**src/rtl/refsel_pkg.sv**
```systemverilog
package refsel_pkg;
  typedef enum logic {REF_IN0 = 1'b0, REF_IN1 = 1'b1} ref_t;

  function automatic ref_t other(input ref_t r);
    return (r == REF_IN0) ? REF_IN1 : REF_IN0;
  endfunction
endpackage

```
**src/rtl/refsel_sync.sv**
```systemverilog
// Register pipeline with per-bit reset value; used for synchronisers and
// one-cycle delays.
module refsel_sync #(
  parameter int W = 1,
  parameter int STAGES = 2,
  parameter logic [W-1:0] RST_VAL = '0
) (
  input  logic         clk,
  input  logic         rst_n,
  input  logic [W-1:0] d,
  output logic [W-1:0] q
);
  logic [W-1:0] pipe [STAGES];

  for (genvar g = 0; g < STAGES; g++) begin : g_stage
    if (g == 0) begin : g_first
      always_ff @(posedge clk or negedge rst_n) begin
        if (!rst_n) pipe[0] <= RST_VAL;
        else        pipe[0] <= d;
      end
    end else begin : g_next
      always_ff @(posedge clk or negedge rst_n) begin
        if (!rst_n) pipe[g] <= RST_VAL;
        else        pipe[g] <= pipe[g-1];
      end
    end
  end

  assign q = pipe[STAGES-1];
endmodule

```
**src/rtl/refsel_core.sv**
```systemverilog
// Selection decision. Priority: primary change, alarm clear, manual, automatic.
module refsel_core
  import refsel_pkg::*;
(
  input  logic       clk,
  input  logic       rst_n,
  input  logic       prim_s,
  input  logic       auto_s,
  input  logic       prim_chg,
  input  logic       clr_fall,
  input  logic [1:0] fail,
  output logic       sel,
  output logic       ind
);
  ref_t cur_q, nxt, prim;

  assign prim = ref_t'(prim_s);

  always_comb begin
    nxt = cur_q;
    if (prim_chg) begin
      nxt = prim;
    end else if (clr_fall) begin
      nxt = (&fail) ? REF_IN0 : prim;
    end else if (!auto_s) begin
      nxt = prim;
    end else if (cur_q == prim && fail[cur_q] && !fail[other(cur_q)]) begin
      nxt = other(cur_q);
    end
  end

  always_ff @(posedge clk or negedge rst_n) begin
    if (!rst_n) begin
      cur_q <= REF_IN0;
      ind   <= 1'b0;
    end else begin
      cur_q <= nxt;
      ind   <= cur_q;
    end
  end

  assign sel = cur_q;
endmodule

```
**src/rtl/refclk_selector.sv**
```systemverilog
module refclk_selector #(
  parameter int SYNC_STAGES = 2
) (
  input  logic       clk,
  input  logic       rst_n,
  input  logic       prim_sel_i,
  input  logic       auto_mode_i,
  input  logic       alarm_clr_n_i,
  input  logic [1:0] fail_i,
  output logic       mux_sel_o,
  output logic       in_use_o
);
  localparam int NSYNC = 3;
  localparam logic [NSYNC-1:0] SYNC_RST = 3'b100; // clear idles high

  logic clr_s, auto_s, prim_s;
  logic clr_d, prim_d;
  logic prim_chg, clr_fall;

  refsel_sync #(.W(NSYNC), .STAGES(SYNC_STAGES), .RST_VAL(SYNC_RST)) u_sync (
    .clk   (clk),
    .rst_n (rst_n),
    .d     ({alarm_clr_n_i, auto_mode_i, prim_sel_i}),
    .q     ({clr_s, auto_s, prim_s})
  );

  refsel_sync #(.W(2), .STAGES(1), .RST_VAL(2'b10)) u_dly (
    .clk   (clk),
    .rst_n (rst_n),
    .d     ({clr_s, prim_s}),
    .q     ({clr_d, prim_d})
  );

  assign prim_chg = prim_s ^ prim_d;
  assign clr_fall = clr_d & ~clr_s;

  refsel_core u_core (
    .clk      (clk),
    .rst_n    (rst_n),
    .prim_s   (prim_s),
    .auto_s   (auto_s),
    .prim_chg (prim_chg),
    .clr_fall (clr_fall),
    .fail     (fail_i),
    .sel      (mux_sel_o),
    .ind      (in_use_o)
  );
endmodule

```
**config.mk**
```make
export PLATFORM = sky130hd
export DESIGN_NAME = refclk_selector
export DESIGN_NICKNAME = d
export VERILOG_FILES = /design/src/rtl/refsel_pkg.sv /design/src/rtl/refsel_sync.sv /design/src/rtl/refsel_core.sv /design/src/rtl/refclk_selector.sv
export SDC_FILE = /design/constraint.sdc
export NUM_CORES = 1
export LEC_CHECK = 0
export BUFFER_PORTS_ARGS = -buffer_cell sky130_fd_sc_hd__buf_2
export CORE_AREA = 2 2 39 41
export CTS_BUF_LIST = sky130_fd_sc_hd__clkbuf_8
export DETAILED_ROUTE_END_ITERATION = 12
export DIE_AREA = 0 0 41 43
export GPL_TIMING_DRIVEN = 0
export SYNTH_ARGS = -nofsm -noshare
export SYNTH_HDL_FRONTEND = slang
export SYNTH_SLANG_ARGS = --single-unit
```
**constraint.sdc**
```tcl
create_clock -name clk -period 1.5 [get_ports clk]
set_clock_uncertainty 0.05 [all_clocks]
set_input_delay 0.15 -clock clk [delete_from_list [all_inputs] [get_ports clk]]
set_output_delay 0.15 -clock clk [all_outputs]
set_load 0.03 [all_outputs]
```
; ---- Word-level counts from Yosys, hierarchy flattened
; Index checks and enable logic that the tools add are counted.
[word_totals]
mem_bits_ro = 0
ramBits = 0
out_inout_bits = 2
elab_cells = 26
register_bits = 10
input_bits = 7
memories = 0
latchBits = 0
[classes]
bitwise = 3
multipliers = 0
div_mod_pow = 0
n_reduce_logical = 4
mux = 10
shifts = 0
addsub = 0
n_lt_le_gt_ge = 2
n_eq_ne = 2
[op_table]
columns = op, n
row1 = $mux 1, 10
row2 = $lt 1x2->1 const B, 2
row3 = $ne 4x3->1 const B, 1
row4 = $logic_and 1x1->1, 2
row5 = $reduce_and 2->1, 1
row6 = $and 1x1->1, 1
row7 = $eq 1x1->1, 1
row8 = $logic_not 1->1, 1
row9 = $not 1->1, 1
row10 = $xor 1x1->1, 1

; ---- Logic depth before layout (Yosys ltp)
; Gate-level depths: netlist of run 1.
[depth]
depth_word = 9
depth_mapped = 4
ltp_nobuf = 4

; ---- Cells and area by module
; A second synthesis of run 1 with hierarchy kept.
[hier_totals]
cells_unflattened = 24
area_unflattened_um2 = 364.1
[modules_own_cells]
columns = mod, cells_per_inst, seq_area_each_um2, area_each_um2, n_inst
row1 = refsel_sync (u_sync), 9, 152.6, 175.2, 1
row2 = refsel_core, 11, 50.0, 122.6, 1
row3 = refsel_sync (u_dly), 2, 51.3, 51.3, 1
row4 = refclk_selector, 2, 0.0, 15.0, 1

; ---- Worst setup path before layout of run 1
; No wires, ideal clock.
[synth_path]
path_type = register to register
startpoint = register u_dly.pipe, in the netlist u_dly.q[1]
endpoint = register u_core.cur_q (netlist: u_core.sel)
t_required_ps = 1329
synth_period_minus_slack_ps = 1098
stages_incl_launch_ff = 5
t_arrival_ps = 927
slack_ps = 402
n_path_buf = 0
setup_ps = 121
cell_sequence = dfstp_2 nand2b_1 a21oi_1 a31oi_1 o22a_1
[synth_via]
elab_chain_len = 3
elab_cells_between_ends = 4
cone_classes = eq/ne (1) / mux (2) / bitwise (1)
[synth_lines]
columns = element, line_no
row1 = start: declaration, refsel_sync.sv:13  ; logic [W-1:0] pipe [STAGES];
row2 = $and 1x1->1 *, refclk_selector.sv:35  ; assign clr_fall = clr_d & ~clr_s;
row3 = $mux 1, refsel_core.sv:23  ; end else if (clr_fall) begin
row4 = $mux 1, refsel_core.sv:21  ; if (prim_chg) begin
row5 = end signal: assignment, refsel_core.sv:37  ; cur_q <= nxt;
row6 = end: declaration, refsel_core.sv:15  ; ref_t cur_q, nxt, prim;
; Every way passes the cells marked *; elsewhere a longest branch is shown, timed or not.
; A chain may end at the register's enable or synchronous reset.

; ---- Final worst setup path of run 1
; Ends and elaborated chain as after synthesis.

==> out/qor.csv, run 1 <==
stage,metric,value,unit
global_routing,vias in the first global route,204,
timing,min Tclk post-route,1.17,ns
routing,DRT antenna net count,0,
logic_synthesis,mapped cell area,319,sq um
logic_synthesis,post-synth top area cell,dfrtp_1,
global_routing,GR Overflow Total,0,
cts,CTS Sinks,10,
floorplan,row count,14,
logic_synthesis,ys flop type,dfrtp_1,
logic_synthesis,post-synthesis cell type count,12,
timing,Worst Tran Pin Value,0.219,ns
worst_setup_path,CP Launch Type,register,
cts,"Clk Latency, worst-skew pair",0.24,ns
routing,post-DR wirelength/cell,11.1,um
cts,Max clock buf depth,2,
job,Max-Cap Viols,0,
timing,final hold vios,0,
timing,final worst-path cycle share,78.0,%
routing,WL final,578,um
pwr,"Power, Total",686,uW
floorplan,Starting Density,23.1,%
timing,RSZ-0062 raised after global routing,false,
global_routing,GRT Total Usage,7.87,%
timing,post-route setup TNS,0,ns
worst_setup_path,CP Capture Type,register,
logic_synthesis,"Net Count, Synth",27,
routing,Vias/cell,4.37,
run_status,status,"finished, final reports clean",
routing,number of remaining DRC errors,0,
routing,initial DRC count,6,
cts,clock buffer count from CTS,3,
final_layout,fraction of layout cells with a size suffix above 1,41.7,%
global_routing,initial antenna violation count,0,
timing,fmax,855,MHz
global_routing,largest net degree at the start of global routing,11,
logic_synthesis,Gate Count Post-Synth,20,
worst_setup_path,worst-path maximum fanout,2,
logic_synthesis,"FFs w/ async S/R, synth",100,%
cts,clk root buf,clkbuf_8,
floorplan,Core ar.,1380,sq um
worst_setup_path,crit path kind,register to register,
worst_setup_path,"Req. time, crit path",1.57,ns
floorplan,Die Wd,41,um
floorplan,die span in y,43,um
pwr,Power Dens Cells,1450,nW/um^2
timing,worst setup margin,0.330,ns
routing,via count,227,
floorplan,Ports,9,
logic_synthesis,warnings from Yosys,0,
worst_hold_path,HP Class,input pin to register,
timing,pins over their slew limit,0,
timing,Rel. slew slack,85.4,%
placement,Routability Congestion,0.663,
floorplan,Die Footprint,1760,sq um
logic_synthesis,Synth top area share,54.9,%
global_routing,global-route wire length before repair,807,um
cts,CTS resizes,0,
cts,clock-pin slew on the worst setup and hold paths,0.05,ns
logic_synthesis,sequential share of the synthesized area,79.6,%
cts,htree depth,1,
pwr,Static Leak,0.000209,uW
placement,PortBufs,8,
final_layout,P&R area growth vs syn,48.6,%
final_layout,# diodes,0,
placement,DP Worst Slack,0.360,ns
logic_synthesis,syn_area_per_cell,16.0,sq um
pwr,Peak VDD IR,0.711,mV
logic_synthesis,top-count cell post-synth,dfrtp_1,
routing,Initial DRT Pass Iterations,4,
logic_synthesis,Synth Register Bits,10,
cts,TritonCTS clock tree,built,
logic_synthesis,Post-synth EDFFs,0,
worst_setup_path,Crit path arrival time,1.24,ns
timing,Finish-stage setup viols,0,
logic_synthesis,most common library cells after synthesis,"7 x dfrtp_1, 3 x dfstp_2",
logic_synthesis,Synth area leaders,"dfrtp_1 55%, dfstp_2 25%, nand4b_1 2.7%",
final_layout,# nets final,44,
-- layout by cell type (no fill, tap or decap) --
| master | count |
|---|---|
| inv_1 | 1 |
| a21boi_0 | 1 |
| nor2b_1 | 1 |
| nand2b_1 | 1 |
| o21ai_0 | 1 |
| dfstp_2 | 3 |
| nand4b_1 | 1 |
| dlygate4sd3_1 | 4 |
| dfrtp_1 | 7 |
| o21bai_1 | 1 |
| a21oi_1 | 1 |
| a31oi_1 | 1 |
| buf_2 | 8 |
| o22a_1 | 1 |
| clkbuf_8 | 4 |
-- repair_timing --
item / CTS / global route
endpoints found under the hold margin: 13 / 0
hold buffers: 4 / 0
setup buffers: 0 / 0
-- state kept, by name, indices dropped and copies added, names as in the netlist --
register / cells
u_sync.q: 3
u_dly.q: 2
u_core.ind: 1
u_sync.pipe: 3
u_core.sel: 1
-- kinds of logic after synthesis --
group                  after synthesis  share of synthesized area (%)
DFF                                 10                           79.6
AOI/OAI and AO/OA                    6                           12.5
and+or+nand+nor                      3                           6.67
buffers and inverters                1                           1.18
-- worst max-delay path, cell delays in order, from the launching register on --
cell	delay [ns]
dfstp_2	0.52
nand2b_1	0.08
a21oi_1	0.15
a31oi_1	0.06
o22a_1	0.20
-- through the flow --
step,hold slack (ns),cells,util (%),instance area [sq um]
after floorplan,-0.196,20,-,319
after global placement,-0.0342,44,27.4,379
after detailed placement,-0.0319,44,27.4,379
after CTS,0.180,52,34.3,474
after global routing,0.193,52,34.3,474
final,0.192,52,34.3,474
-- worst paths after layout --
kind / startpoint / end / slack [ns] / depth (start not counted)
setup / recovery: u_dly.q[1]$_DFF_PN1_ / u_core.sel$_DFFE_PN0P_ / 0.33 / 4
hold / removal: fail_i[1] / u_core.sel$_DFFE_PN0P_ / 0.19 / 3
setup reg to reg: u_dly.q[1]$_DFF_PN1_ / u_core.sel$_DFFE_PN0P_ / 0.33 / 4
hold reg to reg: u_sync.pipe[3]$_DFF_PN0_ / u_sync.q[0]$_DFF_PN0_ / 0.29 / 0
max in group asynchronous: rst_n / u_sync.q[2]$_DFF_PN1_ / 0.89 / 2
min in group asynchronous: rst_n / u_core.sel$_DFFE_PN0P_ / 0.25 / 2
-- report_power, final --
group          switching [uW]  internal, uW  leakage [uW]
registers                8.18           290      0.000111
logic                    29.0          24.6     0.0000693
clock network             103           230     0.0000288
-- area by class of cell --
| cell class | count | area, sq um |
|---|---|---|
| Sequential cell | 10 | 254 |
| Tap cell | 16 | 20.0 |
| Multi-Input combinational cell | 9 | 61.3 |
| Inverter | 1 | 3.75 |
| Timing Repair Buffer | 12 | 80.1 |
| Clock buffer | 4 | 55.1 |
| Fill cell | 129 | 910 |
-- routing by layer --
metal	wire, um	share of wire, %	global-route usage [%]	up-vias
li1	-	-	-	104
met1	244	42	8.53	99
met2	251	43	9.69	24
met3	82	14	9.42	0
met4	0	0	2.00	0
met5	0	0	0	-
Note: power is estimated with default switching activity, not from simulation.
==> inputs of run 2 (changes only) <==
Clock period 1.5 ns to 1.14 ns, I/O delays scaled along.
==> out/qor.csv, run 2 (synthesis results as in run 1) <==
stage,metric,value,unit
routing,Initial DRT Pass Iterations,1,
global_routing,grt met3 use,9.42,%
global_routing,GR Overflow Total,0,
global_routing,met2 Usage GRT,9.69,%
pwr,switching share of total power,20.3,%
floorplan,Die Footprint,1760,sq um
timing,Worst Tran Pin Value,0.223,ns
job,Max-Cap Viols,0,
worst_setup_path,R2R depth,4,
final_layout,Final Util,35.1,%
floorplan,Starting Density,23.1,%
pwr,NetSw,183,uW
global_routing,global-route wire length before repair,807,um
worst_hold_path,HP Class,input pin to register,
worst_setup_path,crit path capture,u_core.sel$_DFFE_PN0P_,
worst_setup_path,worst r2r dst,u_core.sel$_DFFE_PN0P_,
cts,Max clock buf depth,2,
pwr,Power Dens Cells,1860,nW/um^2
worst_setup_path,"slowest stage cell, crit path",dfstp_2,
floorplan,die span in y,43,um
pwr,Static Leak,0.000215,uW
timing,min Tclk post-route,1.13,ns
cts,clock buffer count from CTS,3,
global_routing,vias in the first global route,203,
final_layout,fraction of layout cells with a size suffix above 1,47.2,%
routing,DRT antenna net count,0,
worst_setup_path,crit path kind,register to register,
routing,post-DR wirelength/cell,11.1,um
pwr,clock share of power,48.2,%
timing,worst hold slack,0.150,ns
routing,via count,214,
global_routing,met1 Use GR,8.53,%
timing,RSZ-0062 raised after global routing,true,
placement,"Cell Area, Placed",379,sq um
cts,CTS Sinks,10,
worst_setup_path,reg2reg start,u_dly.q[1]$_DFF_PN1_,
cts,clock-pin slew on the worst setup and hold paths,0.05,ns
worst_setup_path,"Req. time, crit path",1.21,ns
worst_setup_path,r2r setup slk,0.01,ns
global_routing,largest net degree at the start of global routing,11,
timing,Finish-stage setup viols,0,
worst_setup_path,Crit path arrival time,1.20,ns
cts,clk root buf,clkbuf_8,
worst_setup_path,CP Capture Type,register,
floorplan,Core ar.,1380,sq um
final_layout,"commonest non-fill, non-tap cell in the layout",buf_2,
worst_setup_path,worst setup path startpoint,u_dly.q[1]$_DFF_PN1_,
floorplan,Die Wd,41,um
timing,fmax,887,MHz
final_layout,# diodes,0,
floorplan,row count,14,
cts,htree depth,1,
global_routing,GRT Total Usage,7.87,%
final_layout,Final Cell Area,485,sq um
run_status,status,"finished, final reports clean",
worst_setup_path,worst-path maximum fanout,2,
routing,WL final,575,um
final_layout,# nets final,44,
cts,"Clk Latency, worst-skew pair",0.23,ns
placement,Routability Congestion,0.663,
routing,initial DRC count,0,
worst_setup_path,Crit. path cell count,4,
cts,TritonCTS clock tree,built,
routing,number of remaining DRC errors,0,
worst_setup_path,CP Launch Type,register,
routing,Vias/cell,4.12,
global_routing,grt peak-use layer,met2,
worst_setup_path,CP bufs+invs,0,
global_routing,initial antenna violation count,0,
final_layout,P&R area growth vs syn,52.2,%
timing,final worst-path cycle share,98.9,%
pwr,Peak VDD IR,0.940,mV
timing,Rel. slew slack,85.1,%
timing,pins over their slew limit,0,
worst_setup_path,"critical path, cell by cell","nand2b_4, a21oi_2, a31oi_1, o22a_1",
worst_setup_path,Crit path max-delay family,flip-flops,
final_layout,most frequent cells in the layout,"8 x buf_2, 7 x dfrtp_1, 4 x clkbuf_8, 4 x dlygate4sd3_1, 3 x dfstp_2",
pwr,sequential power share,43.7,%
pwr,internal cell power,720,uW
pwr,Comb pwr share,8.1,%
timing,final hold vios,0,
cts,number of setup buffers added after CTS,0,
placement,PortBufs,8,
floorplan,Ports,9,
worst_setup_path,CP max stage delay,0.55,ns
-- run 2: per-layer routing --
| metal | routed length [um] | up-vias |
|---|---|---|
| met3 | 65 | 0 |
| met2 | 261 | 13 |
| met5 | 0 | - |
| li1 | - | 104 |
| met4 | 0 | 0 |
| met1 | 248 | 97 |
-- run 2: worst reg2reg max path: stages (launching register included) --
cell,delay [ns]
dfstp_2,0.55
nand2b_4,0.06
a21oi_2,0.11
a31oi_1,0.05
o22a_1,0.20
-- run 2: worst min-delay path by stage --
stage / from / endpoint / slack (ns) / cells past startpoint
2_1_floorplan: rst_n / u_core.ind$_DFF_PN0_ / -0.23 / 0
3_3_place_gp: rst_n / u_core.ind$_DFF_PN0_ / -0.07 / 1
3_5_place_dp: rst_n / u_core.ind$_DFF_PN0_ / -0.07 / 1
4_1_cts: fail_i[1] / u_core.sel$_DFFE_PN0P_ / 0.14 / 3
5_1_grt: fail_i[1] / u_core.sel$_DFFE_PN0P_ / 0.16 / 3
6_report: fail_i[1] / u_core.sel$_DFFE_PN0P_ / 0.15 / 3
-- run 2: stage by stage --
stage	TNS [ns]	power (uW)	cells	worst slack [ns]
6_report	0	903	52	0.0122
5_1_grt	-0.0373	956	52	-0.0373
4_1_cts	0	915	52	0.0110
3_5_place_dp	-0.000402	458	44	-0.000402
3_3_place_gp	0	456	44	0.00851
2_1_floorplan	0	428	20	0.0422
-- run 2: layout make-up --
type | instances | area, sq um
Tap cell | 16 | 20.0
Multi-Input combinational cell | 9 | 72.6
Clock buffer | 4 | 55.1
Timing Repair Buffer | 12 | 80.1
Inverter | 1 | 3.75
Sequential cell | 10 | 254
Fill cell | 128 | 898
-- run 2: timing repair --
item | in CTS | in global routing
pin swaps | 1 | 0
hold buffers | 4 | 0
gates resized for setup | 0 | 2
setup endpoints to repair | 1 | 1
hold endpoints to repair | 13 | 0
-- run 2: power by group through the flow --
stage	Sequential (uW)	Combinational [uW]	Clock, uW
floorplan	412	16.4	0
global placement	397	58.6	0
detailed placement	398	59.7	0
CTS	393	70.4	452
global route	397	80.3	478
finish	395	73.0	435
==> inputs of run 3 (changes only) <==
Settings changed: SYNTH_HIERARCHICAL set to 1.
==> out/qor.csv, run 3 <==
stage,metric,value,unit
global_routing,global-route wire length before repair,959,um
routing,Initial DRT Pass Iterations,1,
worst_setup_path,CP Launch Type,register,
timing,RSZ-0062 raised after global routing,true,
routing,WL final,596,um
timing,Worst Tran Pin Value,0.219,ns
logic_synthesis,"Net Count, Synth",31,
final_layout,final-layout fill cell count,138,
final_layout,Final Cell Area,517,sq um
floorplan,Starting Density,26.3,%
cts,htree depth,1,
global_routing,met2 Usage GRT,11.6,%
logic_synthesis,Synth Register Bits,10,
cts,clock buffer count from CTS,3,
run_status,failing checks,negative setup slack,
logic_synthesis,warnings from Yosys,6,
logic_synthesis,Synth area leaders,"dfrtp_1 48%, dfstp_2 22%, buf_4 6.2%",
floorplan,Ports,9,
routing,post-DR wirelength/cell,10.8,um
cts,CTS Sinks,10,
logic_synthesis,largest family of logic cells by synthesized area,simple AND/OR/NAND/NOR gates,
worst_setup_path,CP bufs+invs,0,
global_routing,initial antenna violation count,0,
pwr,Static Leak,0.000240,uW
cts,Max clock buf depth,2,
logic_synthesis,"FFs w/ async S/R, synth",100,%
logic_synthesis,ys flop type,dfrtp_1,
worst_setup_path,Crit path arrival time,1.32,ns
logic_synthesis,syn_area_per_cell,15.2,sq um
job,Max-Cap Viols,0,
routing,initial DRC count,0,
final_layout,P&R area growth vs syn,41.9,%
placement,DP Wirelength,436,um
global_routing,GRT Total Usage,8.97,%
timing,pins over their slew limit,0,
logic_synthesis,Synth top area share,48.1,%
floorplan,Die Footprint,1760,sq um
worst_setup_path,"critical path, cell by cell","xor2_2, nor3b_2, a211oi_2, nand3b_1",
global_routing,grt peak-use layer,met2,
cts,TritonCTS clock tree,built,
placement,"Cell Area, Placed",430,sq um
routing,Vias/cell,4.07,
worst_setup_path,worst-path maximum fanout,2,
timing,fmax,796,MHz
pwr,Power Dens Cells,1630,nW/um^2
cts,"Clk Latency, worst-skew pair",0.23,ns
global_routing,vias in the first global route,243,
worst_setup_path,"slowest stage cell, crit path",dfrtp_1,
worst_setup_path,Crit path max-delay family,simple AND/OR/NAND/NOR gates,
global_routing,GR Overflow Total,0,
worst_setup_path,"Req. time, crit path",1.20,ns
run_status,status,"complete, but fails checks",
logic_synthesis,most common library cells after synthesis,"7 x dfrtp_1, 3 x buf_4, 3 x dfstp_2, 2 x nand3b_1",
logic_synthesis,Synth Area in Compound Gates,5.50,%
pwr,Peak VDD IR,0.601,mV
global_routing,largest net degree at the start of global routing,11,
routing,number of remaining DRC errors,0,
logic_synthesis,multiplexer share of the synthesized area,0,%
timing,Rel. slew slack,85.3,%
floorplan,row count,14,
logic_synthesis,synthesized-area fraction occupied by adder cells,0,%
final_layout,# diodes,0,
logic_synthesis,Post-synth EDFFs,0,
logic_synthesis,top-count cell post-synth,dfrtp_1,
global_routing,met1 Use GR,10.1,%
placement,PortBufs,8,
floorplan,Die Wd,41,um
timing,worst setup margin,-0.117,ns
logic_synthesis,Gate Count Post-Synth,24,
worst_hold_path,HP Class,input pin to register,
floorplan,die span in y,43,um
logic_synthesis,post-synthesis cell type count,13,
worst_setup_path,CP max stage delay,0.39,ns
timing,min Tclk post-route,1.26,ns
timing,final worst-path cycle share,110,%
final_layout,# nets final,47,
floorplan,Core ar.,1380,sq um
final_layout,"commonest non-fill, non-tap cell in the layout",buf_2,
routing,DRT antenna net count,0,
logic_synthesis,simple logic cell fraction of the synthesized area,15.1,%
worst_setup_path,CP Capture Type,register,
logic_synthesis,sequential share of the synthesized area,69.8,%
placement,Routability Congestion,0.587,
cts,clk root buf,clkbuf_8,
logic_synthesis,post-synth top area cell,dfrtp_1,
cts,clock-pin slew on the worst setup and hold paths,0.05,ns
routing,via count,224,
logic_synthesis,mapped cell area,364,sq um
timing,Finish-stage setup viols,1,
global_routing,grt met3 use,4.71,%
final_layout,most frequent cells in the layout,"8 x buf_2, 7 x dfrtp_1, 4 x dlygate4sd3_1",
timing,worst hold slack,0.148,ns
logic_synthesis,XOR/XNOR Fraction of Synth Area,2.41,%
worst_setup_path,crit path kind,register to register,
timing,final hold vios,0,
final_layout,fraction of layout cells with a size suffix above 1,51.3,%
placement,DP Worst Slack,-0.182,ns
[run 3: metal layers]
metal  wire length [um]  vias to the layer above
li1                   -                      106
met1                255                      109
met2                296                        9
met3                 45                        0
met4                  0                        0
met5                  0                        -
[run 3: cell type report]
type | count | area [sq um] | share of cell area, %
Buffer | 1 | 7.51 | 1.45
Clock inverter | 1 | 3.75 | 0.726
Tap cell | 16 | 20.0 | 3.87
Multi-Input combinational cell | 10 | 98.8 | 19.1
Timing Repair Buffer | 13 | 87.6 | 16.9
Sequential cell | 10 | 254 | 49.2
Inverter | 1 | 3.75 | 0.726
Clock buffer | 3 | 41.3 | 7.99
[run 3: cells by family after synthesis]
logic type | Yosys count
DFF | 10
xor gates and xnor gates | 1
AOI/OAI and AO/OA | 2
and+or+nand+nor | 7
buffers and inverters | 4
[run 3: repair_timing]
| action | CTS | global route |
|---|---|---|
| setup buffers | 1 | 0 |
| hold buffers | 4 | 0 |
| endpoints found under the hold margin | 13 | 0 |
| pin swaps | 3 | 0 |
| setup endpoints to repair | 1 | 1 |
| gates resized for setup | 2 | 0 |
[run 3: worst min-delay path, delay by kind of cell]
| kind | cells | cell delay (ns) |
|---|---|---|
| buffers and inverters | 1 | 0.09 |
| and+or+nand+nor | 2 | 0.17 |
[run 3: path summary, 6_finish.rpt]
check                                              start                  endpoint  slack [ns]  depth (start not counted)
worst min-delay path                           fail_i[1]    u_core/sel$_DFFE_PN0P_        0.15                          3
worst min register to register  u_sync/pipe[3]$_DFF_PN0_     u_sync/q[0]$_DFF_PN0_        0.30                          0
worst max register to register      u_dly/q[0]$_DFF_PN0_    u_core/sel$_DFFE_PN0P_       -0.12                          4
min in group asynchronous                          rst_n  u_sync/pipe[3]$_DFF_PN0_        0.21                          2
worst max-delay path                u_dly/q[0]$_DFF_PN0_    u_core/sel$_DFFE_PN0P_       -0.12                          4
max in group asynchronous                          rst_n      u_dly/q[1]$_DFF_PN1_        0.58                          2
[run 3: power by group]
group / internal, uW / leakage (uW) / total (uW) / switching [uW]
Sequential: 383 / 0.000113 / 397 / 13.8
Clock: 234 / 0.0000269 / 356 / 122
Combinational: 42.8 / 0.000100 / 88.0 / 45.2
Total: 660 / 0.000240 / 842 / 181
[run 3: per-stage QoR]
step,utilization [%],TNS [ns],total power (uW),std cells
global placement,31.1,-0.119,475,48
finish,37.3,-0.117,842,55
floorplan,-,-0.0904,447,24
global route,37.3,-0.149,894,55
detailed placement,31.1,-0.182,481,48
CTS,37.3,-0.123,865,55
